File: config.mk
export PLATFORM = sky130hd
export DESIGN_NAME = ptp_time_counter
export DESIGN_NICKNAME = d
export VERILOG_FILES = /design/src/rtl/ptp_tc_pkg.sv /design/src/rtl/ptp_phase_acc.sv /design/src/rtl/ptp_tod_count.sv /design/src/rtl/ptp_tick_div.sv /design/src/rtl/ptp_time_counter.sv
export SDC_FILE = /design/constraint.sdc
export NUM_CORES = 1
export LEC_CHECK = 0
export ABC_AREA = 1
export BUFFER_PORTS_ARGS = -buffer_cell sky130_fd_sc_hd__buf_2
export CAP_MARGIN = 5
export CELL_PAD_IN_SITES_DETAIL_PLACEMENT = 2
export CELL_PAD_IN_SITES_GLOBAL_PLACEMENT = 2
export CORE_AREA = 2 2 209 211
export CTS_CLUSTER_DIAMETER = 150
export DETAILED_ROUTE_END_ITERATION = 12
export DIE_AREA = 0 0 211 213
export HOLD_SLACK_MARGIN = 0.03
export PLACE_DENSITY = 0.81
export SLEW_MARGIN = 10
export SYNTH_ARGS = -nofsm -noshare
export SYNTH_HDL_FRONTEND = slang
export SYNTH_HIERARCHICAL = 1
export SYNTH_SLANG_ARGS = --single-unit
File: constraint.sdc
create_clock -name clk_ref -period 7 [get_ports clk_ref]
set_input_delay 0.35 -clock clk_ref [delete_from_list [all_inputs] [get_ports clk_ref]]
set_output_delay 0.35 -clock clk_ref [all_outputs]
set_load 0.1 [all_outputs]
File: src/rtl/ptp_tc_pkg.sv
package ptp_tc_pkg;
  localparam int ACC_W  = 32;
  localparam int TIME_W = 64;
  localparam int ADDR_W = 3;

  localparam logic [ADDR_W-1:0] SEL_CTRL   = 3'd0;
  localparam logic [ADDR_W-1:0] SEL_ADDEND = 3'd1;
  localparam logic [ADDR_W-1:0] SEL_PERIOD = 3'd2;
  localparam logic [ADDR_W-1:0] SEL_PRESC  = 3'd3;
  localparam logic [ADDR_W-1:0] SEL_TLO    = 3'd4;
  localparam logic [ADDR_W-1:0] SEL_THI    = 3'd5;

  localparam logic [1:0] REF_SEL_RST = 2'b01;
endpackage

File: src/rtl/ptp_phase_acc.sv
module ptp_phase_acc #(
  parameter int W = 32
) (
  input  logic         clk,
  input  logic         rst_n,
  input  logic         en,
  input  logic [W-1:0] addend,
  output logic         tick
);
  logic [W-1:0] acc_q;
  logic [W-1:0] acc_d;
  logic         carry;

  always_comb begin
    {carry, acc_d} = {1'b0, acc_q} + {1'b0, addend};
  end

  always_ff @(posedge clk or negedge rst_n) begin
    if (!rst_n)  acc_q <= '0;
    else if (en) acc_q <= acc_d;
  end

  assign tick = en & carry;

  // a disabled cycle leaves the phase untouched
  p_acc_hold_r7: assert property (@(posedge clk) disable iff (!rst_n)
    !en |=> $stable(acc_q));
endmodule

File: src/rtl/ptp_tod_count.sv
module ptp_tod_count #(
  parameter int TIME_W   = 64,
  parameter int PERIOD_W = 8
) (
  input  logic                clk,
  input  logic                rst_n,
  input  logic                adv,
  input  logic [PERIOD_W-1:0] period,
  input  logic                load,
  input  logic [TIME_W-1:0]   load_val,
  output logic [TIME_W-1:0]   time_q
);
  logic [TIME_W-1:0] time_d;

  always_comb begin
    time_d = time_q;
    if (load)     time_d = load_val;
    else if (adv) time_d = time_q + TIME_W'(period);
  end

  always_ff @(posedge clk or negedge rst_n) begin
    if (!rst_n) time_q <= '0;
    else        time_q <= time_d;
  end

  p_load_value_r6: assert property (@(posedge clk) disable iff (!rst_n)
    load |=> time_q == $past(load_val));
  p_step_period_r3: assert property (@(posedge clk) disable iff (!rst_n)
    (adv && !load) |=> time_q == $past(time_q) + TIME_W'($past(period)));
  p_idle_hold_r7: assert property (@(posedge clk) disable iff (!rst_n)
    (!adv && !load) |=> $stable(time_q));
endmodule

File: src/rtl/ptp_tick_div.sv
module ptp_tick_div #(
  parameter int PRESC_W = 16
) (
  input  logic               clk,
  input  logic               rst_n,
  input  logic               tick,
  input  logic               clr,
  input  logic [PRESC_W-1:0] presc,
  output logic               pulse_q
);
  logic [PRESC_W-1:0] cnt_q;
  logic [PRESC_W-1:0] cnt_d;
  logic               pulse_d;
  logic               wrap;

  always_comb begin
    wrap    = (presc <= PRESC_W'(1)) || (cnt_q >= presc - PRESC_W'(1));
    cnt_d   = cnt_q;
    pulse_d = 1'b0;
    if (clr) begin
      cnt_d = '0;
    end else if (tick) begin
      if (wrap) begin
        cnt_d   = '0;
        pulse_d = 1'b1;
      end else begin
        cnt_d = cnt_q + PRESC_W'(1);
      end
    end
  end

  always_ff @(posedge clk or negedge rst_n) begin
    if (!rst_n) begin
      cnt_q   <= '0;
      pulse_q <= 1'b0;
    end else begin
      cnt_q   <= cnt_d;
      pulse_q <= pulse_d;
    end
  end

  // every pulse follows a counted tick
  p_pulse_src_r4: assert property (@(posedge clk) disable iff (!rst_n)
    pulse_q |-> $past(tick && !clr));
  // no tick, no load, count holds
  p_cnt_hold_r7: assert property (@(posedge clk) disable iff (!rst_n)
    (!tick && !clr) |=> $stable(cnt_q));
endmodule

File: src/rtl/ptp_time_counter.sv
module ptp_time_counter
  import ptp_tc_pkg::*;
#(
  parameter int          PERIOD_W   = 8,
  parameter int          PRESC_W    = 16,
  parameter logic [31:0] ADDEND_RST = 32'hCCCC_CCCD,
  parameter int          PERIOD_RST = 10,
  parameter int          PRESC_RST  = 100
) (
  input  logic              clk_ref,
  input  logic              rst_n,
  input  logic              wr_en,
  input  logic [ADDR_W-1:0] wr_addr,
  input  logic [31:0]       wr_data,
  output logic [TIME_W-1:0] time_ns,
  output logic              tick_out,
  output logic [1:0]        ref_sel
);
  localparam int HALF_W = TIME_W / 2;

  // reset: asserted asynchronously, released on the clock
  logic [1:0] rs_q;
  logic       rst_sync_n;
  always_ff @(posedge clk_ref or negedge rst_n) begin
    if (!rst_n) rs_q <= 2'b00;
    else        rs_q <= {rs_q[0], 1'b1};
  end
  assign rst_sync_n = rs_q[1];

  // configuration registers
  logic                enable_q, enable_d;
  logic [1:0]          sel_q, sel_d;
  logic [ACC_W-1:0]    addend_q, addend_d;
  logic [PERIOD_W-1:0] period_q, period_d;
  logic [PRESC_W-1:0]  presc_q, presc_d;
  logic [HALF_W-1:0]   tlo_q, tlo_d;
  logic                load;
  logic [TIME_W-1:0]   load_val;

  always_comb begin
    enable_d = enable_q;
    sel_d    = sel_q;
    addend_d = addend_q;
    period_d = period_q;
    presc_d  = presc_q;
    tlo_d    = tlo_q;
    if (wr_en) begin
      case (wr_addr)
        SEL_CTRL: begin
          enable_d = wr_data[0];
          sel_d    = wr_data[2:1];
        end
        SEL_ADDEND: addend_d = wr_data[ACC_W-1:0];
        SEL_PERIOD: period_d = wr_data[PERIOD_W-1:0];
        SEL_PRESC:  presc_d  = wr_data[PRESC_W-1:0];
        SEL_TLO:    tlo_d    = wr_data[HALF_W-1:0];
        default: ;
      endcase
    end
  end

  always_ff @(posedge clk_ref or negedge rst_sync_n) begin
    if (!rst_sync_n) begin
      enable_q <= 1'b0;
      sel_q    <= REF_SEL_RST;
      addend_q <= ADDEND_RST;
      period_q <= PERIOD_W'(PERIOD_RST);
      presc_q  <= PRESC_W'(PRESC_RST);
      tlo_q    <= '0;
    end else begin
      enable_q <= enable_d;
      sel_q    <= sel_d;
      addend_q <= addend_d;
      period_q <= period_d;
      presc_q  <= presc_d;
      tlo_q    <= tlo_d;
    end
  end

  assign load     = wr_en && (wr_addr == SEL_THI);
  assign load_val = {wr_data[HALF_W-1:0], tlo_q};
  assign ref_sel  = sel_q;

  logic nom_tick;

  ptp_phase_acc #(.W(ACC_W)) u_acc (
    .clk    (clk_ref),
    .rst_n  (rst_sync_n),
    .en     (enable_q),
    .addend (addend_q),
    .tick   (nom_tick)
  );

  ptp_tod_count #(.TIME_W(TIME_W), .PERIOD_W(PERIOD_W)) u_tod (
    .clk      (clk_ref),
    .rst_n    (rst_sync_n),
    .adv      (nom_tick),
    .period   (period_q),
    .load     (load),
    .load_val (load_val),
    .time_q   (time_ns)
  );

  ptp_tick_div #(.PRESC_W(PRESC_W)) u_div (
    .clk     (clk_ref),
    .rst_n   (rst_sync_n),
    .tick    (nom_tick),
    .clr     (load),
    .presc   (presc_q),
    .pulse_q (tick_out)
  );

  p_addend_write_r5: assert property (@(posedge clk_ref) disable iff (!rst_sync_n)
    (wr_en && wr_addr == SEL_ADDEND) |=> addend_q == $past(wr_data));
  p_off_hold_r7: assert property (@(posedge clk_ref) disable iff (!rst_sync_n)
    (!enable_q && !load) |=> ($stable(time_ns) && !tick_out));
  p_sel_write_r8: assert property (@(posedge clk_ref) disable iff (!rst_sync_n)
    (wr_en && wr_addr == SEL_CTRL) |=> ref_sel == $past(wr_data[2:1]));
endmodule

==> metrics.csv <==
metric,value,unit
grt_pass1_wl,95.3,mm
cp_data_arrival_time,4.17,ns
synth_area_per_cell,6.81,sq um
diodes,0,
drt_wl_total,60.2,mm
rsz0062_at_grt,false,
hp-class,primary input to flop,
dp_hpwl,44.7,mm
final_cell_area,16800,sq um
ys_ff_latch,206,
cp_cell_sequence,ha_1 -> fa_1 -> nand3_1 -> nand3_1 -> nand2_1 -> nand3_1 -> nand2_1 -> nand3_2 -> nand2_1 -> a21oi_2 -> inv_1 -> nor2_4 -> buf_4 -> inv_1 -> o211ai_1,
synth_cell_types,43,
start_kind,flop,
cap_violations,0,
numCtsBuffers,27,
ir_drop,422,uV
cts-root-buf,clkbuf_16,
critPathTopFamily,buffers and inverters,
fin_crit,3.70,ns
n_fill_cell,5213,
synth_area_leaders,"dfrtp_1 31%, nand2_1 22%, nand3_1 6.6%, inv_1 6.1%, ha_1 5.0%",
gr-total-overflow,0,
rows,76,
clk_pin_slew_worst_paths,0.06,ns
grt_antenna_before_repair,0,
tightest_slew,0.940,ns
cp-end-kind,flop,
async_flop_share,100,%
htreeDepth,1,
synth_top_area_share,30.9,%
syn_to_final_growth,13.0,%
worst_slack,3.30,ns
syn_inst,2177,
p_leak,8.71,nW
ys.flop_type,dfrtp_1,
hold_buffers,1,
synth_edf_count,0,
cts_tree,done,
initial_core_util,34.7,%
io_buffers,104,
grt_pass1_vias,16917,
pwr_density_cell,438,nW/um^2
stdcell_count,2836,
maxSlewViolCount,0,
clock_latency,0.57,ns
placedCellCount,2785,
grt_max_degree,69,
first_pass_iters,5,
final-hold-violation-count,0,
crit_path_max_fanout,51,
status,completed,
max-clock-path-buffers,3,
slowest_stage,dfstp_2,
vias,15025,
worst-path-buf-inv,3,
vias_per_cell,5.30,
slew_headroom,37.3,%
synth.net_count,2276,
grtUsageTotal,27.3,%
min_period_over_period,52.9,%
cts_resized,0,
critical_path_class,flop to flop,
post_drt_wl_per_cell,21.2,microns
io_pins,105,
dieArea,44900,sq um
die_y,213,microns
ant_nets,0,
skew,0.0265,ns
drt_iter0_drc,621,
cts_setup_buffers,0,
nNetsFinal,2368,
drive_above_1_share,14.2,%
synth_area,14800,sq um
die_w,211,microns
synth_seq_area_share,35.0,%
drc,0,
clock.fmax,270,MHz
core_area,42700,sq um
p_total,7.35,mW
place_area,15900,sq um
place.gp.congestion,0.905,
clock_sinks,206,
post-place-ws,3.35,ns
yosys_warnings,6,
cp.required,7.47,ns
cpPeakStageDelay,0.54,ns
yosysTopAreaCell,dfrtp_1,
tns,0,ns
setup_violations,0,
-- cell usage in the layout, fill, tap and decap left out, types with 4 or more instances in the layout --
cell type,synthesis,final
inv_2,13,13
nand3_1,196,196
a21oi_1,29,29
nand4_1,56,56
buf_4,3,12
nand3_2,8,8
o211ai_1,4,4
a22oi_1,53,53
nor2_2,36,36
clkbuf_16,0,27
nand3b_1,16,16
inv_1,240,240
clkbuf_1,21,7
and2_1,4,4
nand2_2,47,47
dfstp_2,23,23
xnor2_1,44,44
nor3_2,3,4
o21ai_1,17,17
a21oi_2,4,4
clkinv_2,0,6
dfrtp_1,183,182
o21ai_0,17,17
ha_1,59,59
o21bai_1,6,6
buf_2,22,104
nand2_1,860,860
xor2_1,13,13
nor2_4,17,20
nor2_1,149,146
-- where the power goes --
part           internal (mW)  switching (mW)
combinational          0.920            2.86
clock                  0.854           0.586
sequential              1.57           0.562
-- synth_stat cells, types with 3 or more instances --
cell type	number
a21o_1	3
a21oi_1	29
a21oi_2	4
a22oi_1	53
and2_1	4
buf_2	22
buf_4	3
buf_6	8
clkbuf_1	21
dfrtp_1	183
dfstp_2	23
ha_1	59
inv_1	240
inv_2	13
nand2_1	860
nand2_2	47
nand2_4	3
nand3_1	196
nand3_2	8
nand3b_1	16
nand4_1	56
nor2_1	149
nor2_2	36
nor2_4	17
nor3_1	4
nor3_2	3
o211ai_1	4
o21ai_0	17
o21ai_1	17
o21bai_1	6
xnor2_1	44
xor2_1	13
-- flip-flops by register name, summed over array words and instances (netlist names) --
register / count
u_div/pulse_q: 1
tlo_q: 32
u_acc/acc_q: 32
rs_q: 2
enable_q: 1
period_q: 8
ref_sel: 2
presc_q: 16
addend_q: 32
u_div/cnt_q: 16
u_tod/time_q: 64
-- path summary, 6_finish.rpt --
path | cells past startpoint | slack (ns) | end | from
min | 3 | 0.06 | addend_q[30]$_DFFE_PN1P_ | wr_data[30]
min reg2reg | 0 | 0.35 | rs_q[1]$_DFF_PN0_ | rs_q[0]$_DFF_PN0_
min in group asynchronous | 2 | 0.11 | rs_q[1]$_DFF_PN0_ | rst_n
max in group asynchronous | 1 | 5.21 | u_div/cnt_q[0]$_DFFE_PN0P_ | rs_q[1]$_DFF_PN0_
max | 15 | 3.30 | u_tod/time_q[3]$_DFFE_PN0P_ | addend_q[0]$_DFFE_PN1P_
max reg2reg | 15 | 3.30 | u_tod/time_q[3]$_DFFE_PN0P_ | addend_q[0]$_DFFE_PN1P_
-- through the flow --
step                util (%)  hold slack (ns)
floorplan                  -           0.0544
global placement        37.1            0.135
detailed placement      37.1            0.136
CTS                     39.3           0.0334
global route            39.3           0.0753
finish                  39.3           0.0591
-- metal layers --
layer | up-vias | share of wire, % | routed length (microns) | global-route usage, %
met3 | 103 | 2.7 | 1630 | 2.50
met1 | 7635 | 42 | 25600 | 32.9
met2 | 222 | 52 | 31100 | 50.8
met5 | - | 0 | 0 | 0
li1 | 7065 | - | - | -
met4 | 0 | 3.2 | 1950 | 9.18
-- worst reg2reg max path, delay by kind of cell, from the launching register on --
kind	cells	cell delay (ns)
buffers and inverters	3	1.09
flip-flops	1	0.54
AND/OR/NAND/NOR	8	0.85
adder cells (fa/ha/maj)	2	0.51
AO/OA/AOI/OAI	2	0.60
-- cell families (layout without fill, tap and decap cells) --
group,count (synthesis),after routing,share of synthesized area [%]
adders and majority gates,61,61,5.25
buffers and inverters,309,422,8.55
xor gates and xnor gates,57,57,3.37
DFF,206,206,35.0
AOI/OAI and AO/OA,139,139,6.12
and+or+nand+nor,1404,1404,41.7
other,1,1,0.0253
-- layout make-up --
| class | count | area (sq um) | share of cell area, % |
|---|---|---|---|
| multi-input combinational | 1662 | 8410 | 50.2 |
| sequential | 206 | 5190 | 30.9 |
| inverter | 254 | 953 | 5.69 |
| clock buffer | 37 | 743 | 4.43 |
| tap | 546 | 683 | 4.08 |
| timing repair buffer | 118 | 636 | 3.79 |
| clock inverter | 13 | 153 | 0.911 |
Power figures use the tool's default switching activity.
